===== src/rtl/lkon_pkg.sv =====
package lkon_pkg;
  // Default wave period in system clock cycles
  localparam int unsigned WAVE_PERIOD_DEF = 8;

  // Decoded interrupt flags feeding the wake decision
  typedef struct packed {
    logic port_evt;
    logic cfg_tmo;
    logic cbl_pwr;
    logic st_tmo;
  } irq_flags_t;

  localparam int unsigned N_GATED = 3;
endpackage


===== src/rtl/lkon_req.sv =====
module lkon_req
  import lkon_pkg::*;
(
  input  logic       clk,
  input  logic       rst_n,
  input  logic       link_active_i,
  input  logic       pkt_evt_i,
  input  logic       bus_rst_i,
  input  irq_flags_t flags_i,
  input  logic       resume_en_i,
  output logic       wake_req_o
);
  logic             pkt_q, pkt_d, pkt_en;
  logic [N_GATED-1:0] gated_vec;
  logic             gated_any, irq_req;

  assign gated_vec = {flags_i.cfg_tmo, flags_i.cbl_pwr, flags_i.st_tmo};

  generate
    if (N_GATED > 0) begin : g_gated
      assign gated_any = |gated_vec;
    end else begin : g_none
      assign gated_any = 1'b0;
    end
  endgenerate

  assign irq_req = flags_i.port_evt | (resume_en_i & gated_any);

  // Sticky packet request: cleared by bus reset or active link
  always_comb begin
    pkt_en = 1'b0;
    pkt_d  = pkt_q;
    if (link_active_i || bus_rst_i) begin
      pkt_en = 1'b1;
      pkt_d  = 1'b0;
    end else if (pkt_evt_i) begin
      pkt_en = 1'b1;
      pkt_d  = 1'b1;
    end
  end

  always_ff @(posedge clk or negedge rst_n) begin
    if (!rst_n)      pkt_q <= 1'b0;
    else if (pkt_en) pkt_q <= pkt_d;
  end

  assign wake_req_o = ~link_active_i & (pkt_q | irq_req);


  bus_clear_chk: assert property (@(posedge clk) disable iff (!rst_n)
    bus_rst_i |=> !pkt_q);

  link_clear_chk: assert property (@(posedge clk) disable iff (!rst_n)
    link_active_i |=> !pkt_q);

  pkt_set_chk: assert property (@(posedge clk) disable iff (!rst_n)
    (pkt_evt_i && !bus_rst_i && !link_active_i) |=> pkt_q);
endmodule


===== src/rtl/lkon_wave.sv =====
module lkon_wave #(
  parameter int unsigned PERIOD = 8
) (
  input  logic clk,
  input  logic rst_n,
  input  logic active_i,
  output logic wave_o
);
  localparam int unsigned HALF = PERIOD / 2;
  localparam int unsigned CW   = (PERIOD > 2) ? $clog2(PERIOD) : 1;
  localparam logic [CW-1:0] LAST = CW'(PERIOD - 1);
  localparam logic [CW-1:0] HALF_C = CW'(HALF);

  logic [CW-1:0] cnt_q, cnt_d;
  logic          run_q, wave_q, wave_d;

  always_comb begin
    if (!active_i)          cnt_d = '0;
    else if (!run_q)        cnt_d = '0;
    else if (cnt_q == LAST) cnt_d = '0;
    else                    cnt_d = cnt_q + 1'b1;
    wave_d = active_i && (cnt_d < HALF_C);
  end

  always_ff @(posedge clk or negedge rst_n) begin
    if (!rst_n) begin
      cnt_q  <= '0;
      run_q  <= 1'b0;
      wave_q <= 1'b0;
    end else begin
      cnt_q  <= cnt_d;
      run_q  <= active_i;
      wave_q <= wave_d;
    end
  end

  assign wave_o = wave_q;


  idle_low_chk: assert property (@(posedge clk) disable iff (!rst_n)
    !active_i |=> !wave_o);

  start_high_chk: assert property (@(posedge clk) disable iff (!rst_n)
    (active_i && !run_q) |=> wave_o);

  half_low_chk: assert property (@(posedge clk) disable iff (!rst_n)
    (run_q && cnt_q == HALF_C - 1'b1) |=> !wave_o);
endmodule


===== src/rtl/lkon_strap.sv =====
module lkon_strap (
  input  logic clk,
  input  logic rst_n,
  input  logic pin_i,
  output logic strap_o,
  output logic oe_o
);
  logic strap_q, oe_q;

  // Strap sampled on every edge while reset is held
  always_ff @(posedge clk) begin
    if (!rst_n) strap_q <= pin_i;
  end

  always_ff @(posedge clk or negedge rst_n) begin
    if (!rst_n) oe_q <= 1'b0;
    else        oe_q <= 1'b1;
  end

  assign strap_o = strap_q;
  assign oe_o    = oe_q;


  strap_hold_chk: assert property (@(posedge clk) disable iff (!rst_n)
    $past(rst_n) |-> $stable(strap_o));

  oe_up_chk: assert property (@(posedge clk) disable iff (!rst_n)
    $past(rst_n) |-> oe_o);
endmodule


===== src/rtl/lkon_wake_ctrl.sv =====
module lkon_wake_ctrl
  import lkon_pkg::*;
#(
  parameter int unsigned PERIOD = WAVE_PERIOD_DEF
) (
  input  logic clk,
  input  logic rst_n,
  input  logic link_pwr_i,
  input  logic link_ctl_i,
  input  logic lkon_pkt_i,
  input  logic bus_rst_i,
  input  logic port_evt_i,
  input  logic cfg_tmo_i,
  input  logic cbl_pwr_i,
  input  logic st_tmo_i,
  input  logic resume_en_i,
  input  logic pin_i,
  output logic wake_o,
  output logic wake_oe,
  output logic contender_o
);
  irq_flags_t flags;
  logic       link_active, wake_req;

  assign flags       = '{port_evt: port_evt_i, cfg_tmo: cfg_tmo_i,
                         cbl_pwr: cbl_pwr_i, st_tmo: st_tmo_i};
  assign link_active = link_pwr_i & link_ctl_i;

  lkon_req u_req (
    .clk          (clk),
    .rst_n        (rst_n),
    .link_active_i(link_active),
    .pkt_evt_i    (lkon_pkt_i),
    .bus_rst_i    (bus_rst_i),
    .flags_i      (flags),
    .resume_en_i  (resume_en_i),
    .wake_req_o   (wake_req)
  );

  lkon_wave #(.PERIOD(PERIOD)) u_wave (
    .clk     (clk),
    .rst_n   (rst_n),
    .active_i(wake_req),
    .wave_o  (wake_o)
  );

  lkon_strap u_strap (
    .clk    (clk),
    .rst_n  (rst_n),
    .pin_i  (pin_i),
    .strap_o(contender_o),
    .oe_o   (wake_oe)
  );


  link_quiet_chk: assert property (@(posedge clk) disable iff (!rst_n)
    link_active |=> !wake_o);
endmodule


===== config.mk =====
export PLATFORM = sky130hd
export DESIGN_NAME = lkon_wake_ctrl
export DESIGN_NICKNAME = d
export VERILOG_FILES = /design/src/rtl/lkon_pkg.sv /design/src/rtl/lkon_req.sv /design/src/rtl/lkon_wave.sv /design/src/rtl/lkon_strap.sv /design/src/rtl/lkon_wake_ctrl.sv
export SDC_FILE = /design/constraint.sdc
export NUM_CORES = 1
export LEC_CHECK = 0
export ABC_AREA = 1
export BUFFER_PORTS_ARGS = -buffer_cell sky130_fd_sc_hd__buf_4
export CORE_AREA = 2 2 39 41
export DETAILED_ROUTE_END_ITERATION = 10
export DIE_AREA = 0 0 41 43
export GPL_ROUTABILITY_DRIVEN = 0
export PLACE_DENSITY = 0.53
export SYNTH_ARGS = -nofsm -noshare
export SYNTH_HDL_FRONTEND = slang
export SYNTH_SLANG_ARGS = --single-unit
export TNS_END_PERCENT = 30

===== constraint.sdc =====
create_clock -name clk -period 1.5 [get_ports clk]
set_clock_uncertainty 0.1 [all_clocks]
set_input_delay 0.225 -clock clk [delete_from_list [all_inputs] [get_ports clk]]
set_output_delay 0.225 -clock clk [all_outputs]
set_load 0.01 [all_outputs]

==> impl_summary.txt <==
----------------------------------------------------
[Placed design]
  I/O Buffers ... 14
  Post-DP HPWL ... 392 µm
  Placed Area ... around 450 µm²

[STA]
  Max Clock Freq ... ~0.83 GHz
  Summed negative setup slack over all endpoints ... 0 ns
  Worst hold margin ... 0.0267 ns
  Portion of the clock cycle consumed by the worst path in the final layout ... 0.805
  Final Hold Violating Endpoints ... 0
  Min Tclk post-route ... 1.21 ns
  Final-report setup violation count ... 0
  Final Slew Violations ... 0
  Unrepaired setup endpoints after global routing ... no

[Hold path]
  Path type of the worst min-delay path ... in -> reg

[Die]
  FP Rows ... 14
  Initial core utilization ... 0.233
  Core box area ... 1380 µm²
  Die Ht ... about 43 µm
  Die Outline Area ... about 1800 µm²
  Top Ports ... 15
  Horizontal die dimension ... roughly 41 µm

[Global routing]
  Number of global-route vias before repair ... 280
  Initial antenna violation count ... 0
  Maximum number of pins on one net before global-route repair ... 9
  Wire length of the first global-routing pass ... approximately 1.1 mm
  Total global-route track usage ... 0.0964
  Total gr overflow ... 0

[Logic synthesis]
  Largest cells by area after synthesis ... sky130_fd_sc_hd__dfrtp_1, sky130_fd_sc_hd__edfxtp_1, sky130_fd_sc_hd__nor2_1, sky130_fd_sc_hd__ha_1, sky130_fd_sc_hd__nand2_1
  Synthesis-stage register bit count ... 8
  Per-instance average area after synthesis ... 10.1 µm²
  Yosys warning total ... 0
  Portion of the post-synthesis area used by sequential elements ... 0.636
  Area fraction in and, or, nand and nor cells after synthesis ... 0.229
  Adder-cell share of the synthesized area ... 0.0775
  Synthesized-area fraction occupied by xor and xnor cells ... 0
  Summed instance area of the synthesized netlist ... around 320 µm²
  Area share of the largest cell type after synthesis ... 0.543
  Post-Synthesis Cells ... 32
  Top cell type by total area after synthesis ... sky130_fd_sc_hd__dfrtp_1
  Multiplexer area fraction after synthesis ... 0
  Distinct cell type count of the synthesized netlist ... 10
  Synthesized netlist net count ... 46
  Complex-gate fraction of the synthesized area ... 0
  Dominant combinational cell family by area after synthesis ... simple AND/OR/NAND/NOR gates

[Cells and area]
  Final net count ... between 60 and 70
  Area growth from synthesis to layout ... 50.0%
  Most common cell after layout, fill and taps aside ... sky130_fd_sc_hd__buf_4
  Fraction of final layout cells with drive strength greater than 1 ... 0.353
  Most frequent cells in the layout ... sky130_fd_sc_hd__buf_4, sky130_fd_sc_hd__nor2_1, sky130_fd_sc_hd__dfrtp_1
  ANT cells ... 0
  Summed area of non-filler cells in the final layout ... between 400 and 500 µm²

[Critical path]
  Stage delay of the slowest cell on the critical path ... 0.37 ns
  CP top delay family ... adder cells
  Data arrival at the endpoint of the critical path ... 1.30 ns
  Req. time, crit path ... ~1.6 ns
  WP buf/inv ... 1
  Critical Path Sink Type ... flip-flop
  Ordered list of cells on the worst path ... ha_1, ha_1, nand2_1, inv_1, nor2_1
  Highest-delay cell along the critical path ... sky130_fd_sc_hd__dfrtp_1
  Worst setup SP type ... flip-flop
  Critical path's most frequent cell ... sky130_fd_sc_hd__ha_1
  CP Class ... reg -> reg
  CP Max Fanout ... 2

[Clock tree]
  Post-CTS sizing ... 0
  Total number of clock tree sinks ... 8
  CTS tree ... done
  Maximum level of the CTS H-tree ... 1
  # Post-CTS Setup Buffers ... 0
  Maximum count of clock buffers along a single path ... 2
  CTS Root Cell ... sky130_fd_sc_hd__clkbuf_4
  Insertion delay of the later-clocked pin in the worst-skew pair ... between 0.2 and 0.3 ns
  Clock-pin slew reported for the worst setup and hold paths after clock tree synthesis ... 0.06 ns
  Clock buffers created by TritonCTS ... 3
  Hold_buf cts ... 1

[Detailed routing]
  DRC violations left ... 0
  Antenna violation net count after detailed routing ... 0
  Routed len/inst ... around 7.7 µm
  Drt initial violations ... 2
  Via count ... approximately 250
  Detailed-router iteration count before antenna repair ... 2
  Via-per-instance ratio ... 3.78
  Total routed wirelength ... just over 500 µm

[Pwr]
  VDD IR-drop max ... between 200 and 300 µV
  Areal power density over the cells ... roughly 1000 nW/µm²
  Leakage dissipation ... around 0.27 nW

[Outcome]
  Result of the run ... finished clean

[Flow run]
  Max-cap check violation count ... 0

----------------------------------------------------
==> layer usage <==
| layer | share of wire | vias up | GRT usage | wire length, µm |
|---|---|---|---|---|
| met2 | 0.52 | 9 | 0.138 | 267 |
| met1 | 0.42 | 112 | 0.100 | 214 |
| met4 | 0 | 0 | 0.0800 | 0 |
| met5 | 0 | - | 0 | 0 |
| met3 | 0.064 | 0 | 0.0471 | 33 |
| li1 | - | 132 | - | - |
==> Yosys cell counts (all sizes together) <==
cell and n:
nand2 7, edfxtp 1, ha 2, nand3b 1
nor3b 1, dfrtp 7, inv 4, nor2 8
conb 1
==> cell families after synthesis <==
kind of cell,after synthesis
other,1
adder cells (fa/ha/maj),2
AND/OR/NAND/NOR,17
flip-flops,8
buffers and inverters,4
==> where the power goes <==
part	internal [mW]	switching [mW]	total [mW]
registers	0.238	0.00708	0.245
logic	0.0399	0.0288	0.0688
clock network	0.102	0.0735	0.175
==> worst register-to-register path: stages (launching register included) <==
cell and delay [ns]:
sky130_fd_sc_hd__dfrtp_1 0.37, sky130_fd_sc_hd__ha_1 0.20, sky130_fd_sc_hd__ha_1 0.27, sky130_fd_sc_hd__nand2_1 0.09
sky130_fd_sc_hd__inv_1 0.04, sky130_fd_sc_hd__nor2_1 0.09
==> flip-flops by register name (all words and copies together), names as in the netlist <==
register and count:
u_req.pkt_q 1, u_wave.cnt_q 3, u_wave.run_q 1, u_strap.oe_o 1, u_strap.strap_o 1, u_wave.wave_o 1
==> final timing paths <==
check,start,slack (ns),endpoint,depth (start not counted)
worst min register to register,u_wave.cnt_q[0],0.40,u_wave.cnt_q[0],3
worst min-delay path,bus_rst_i,0.03,u_req.pkt_q,2
worst max register to register,u_wave.cnt_q[0],0.29,u_wave.wave_o,5
max in group asynchronous,rst_n,0.95,u_wave.run_q,2
min in group asynchronous,rst_n,0.22,u_wave.cnt_q[2],2
worst max-delay path,u_wave.cnt_q[0],0.29,u_wave.wave_o,5
==> final cells by class <==
type	instances	area, µm²
fillers	142	900
flip-flops and latches	8	205
repair buffers	15	115
multi-input cells	20	103
clock buffers	4	26.3
well taps	16	20.0
inverters	4	15.0
==> per-stage QoR <==
step	cells	util	worst slack (ns)	total power, mW
2_1_floorplan	32	-	0.337	0.276
3_3_place_gp	62	0.324	0.295	0.316
3_5_place_dp	62	0.324	0.281	0.316
4_1_cts	67	0.350	0.277	0.500
5_1_grt	67	0.350	0.207	0.530
6_report	67	0.350	0.293	0.489
(Power assumes the default switching activity.)
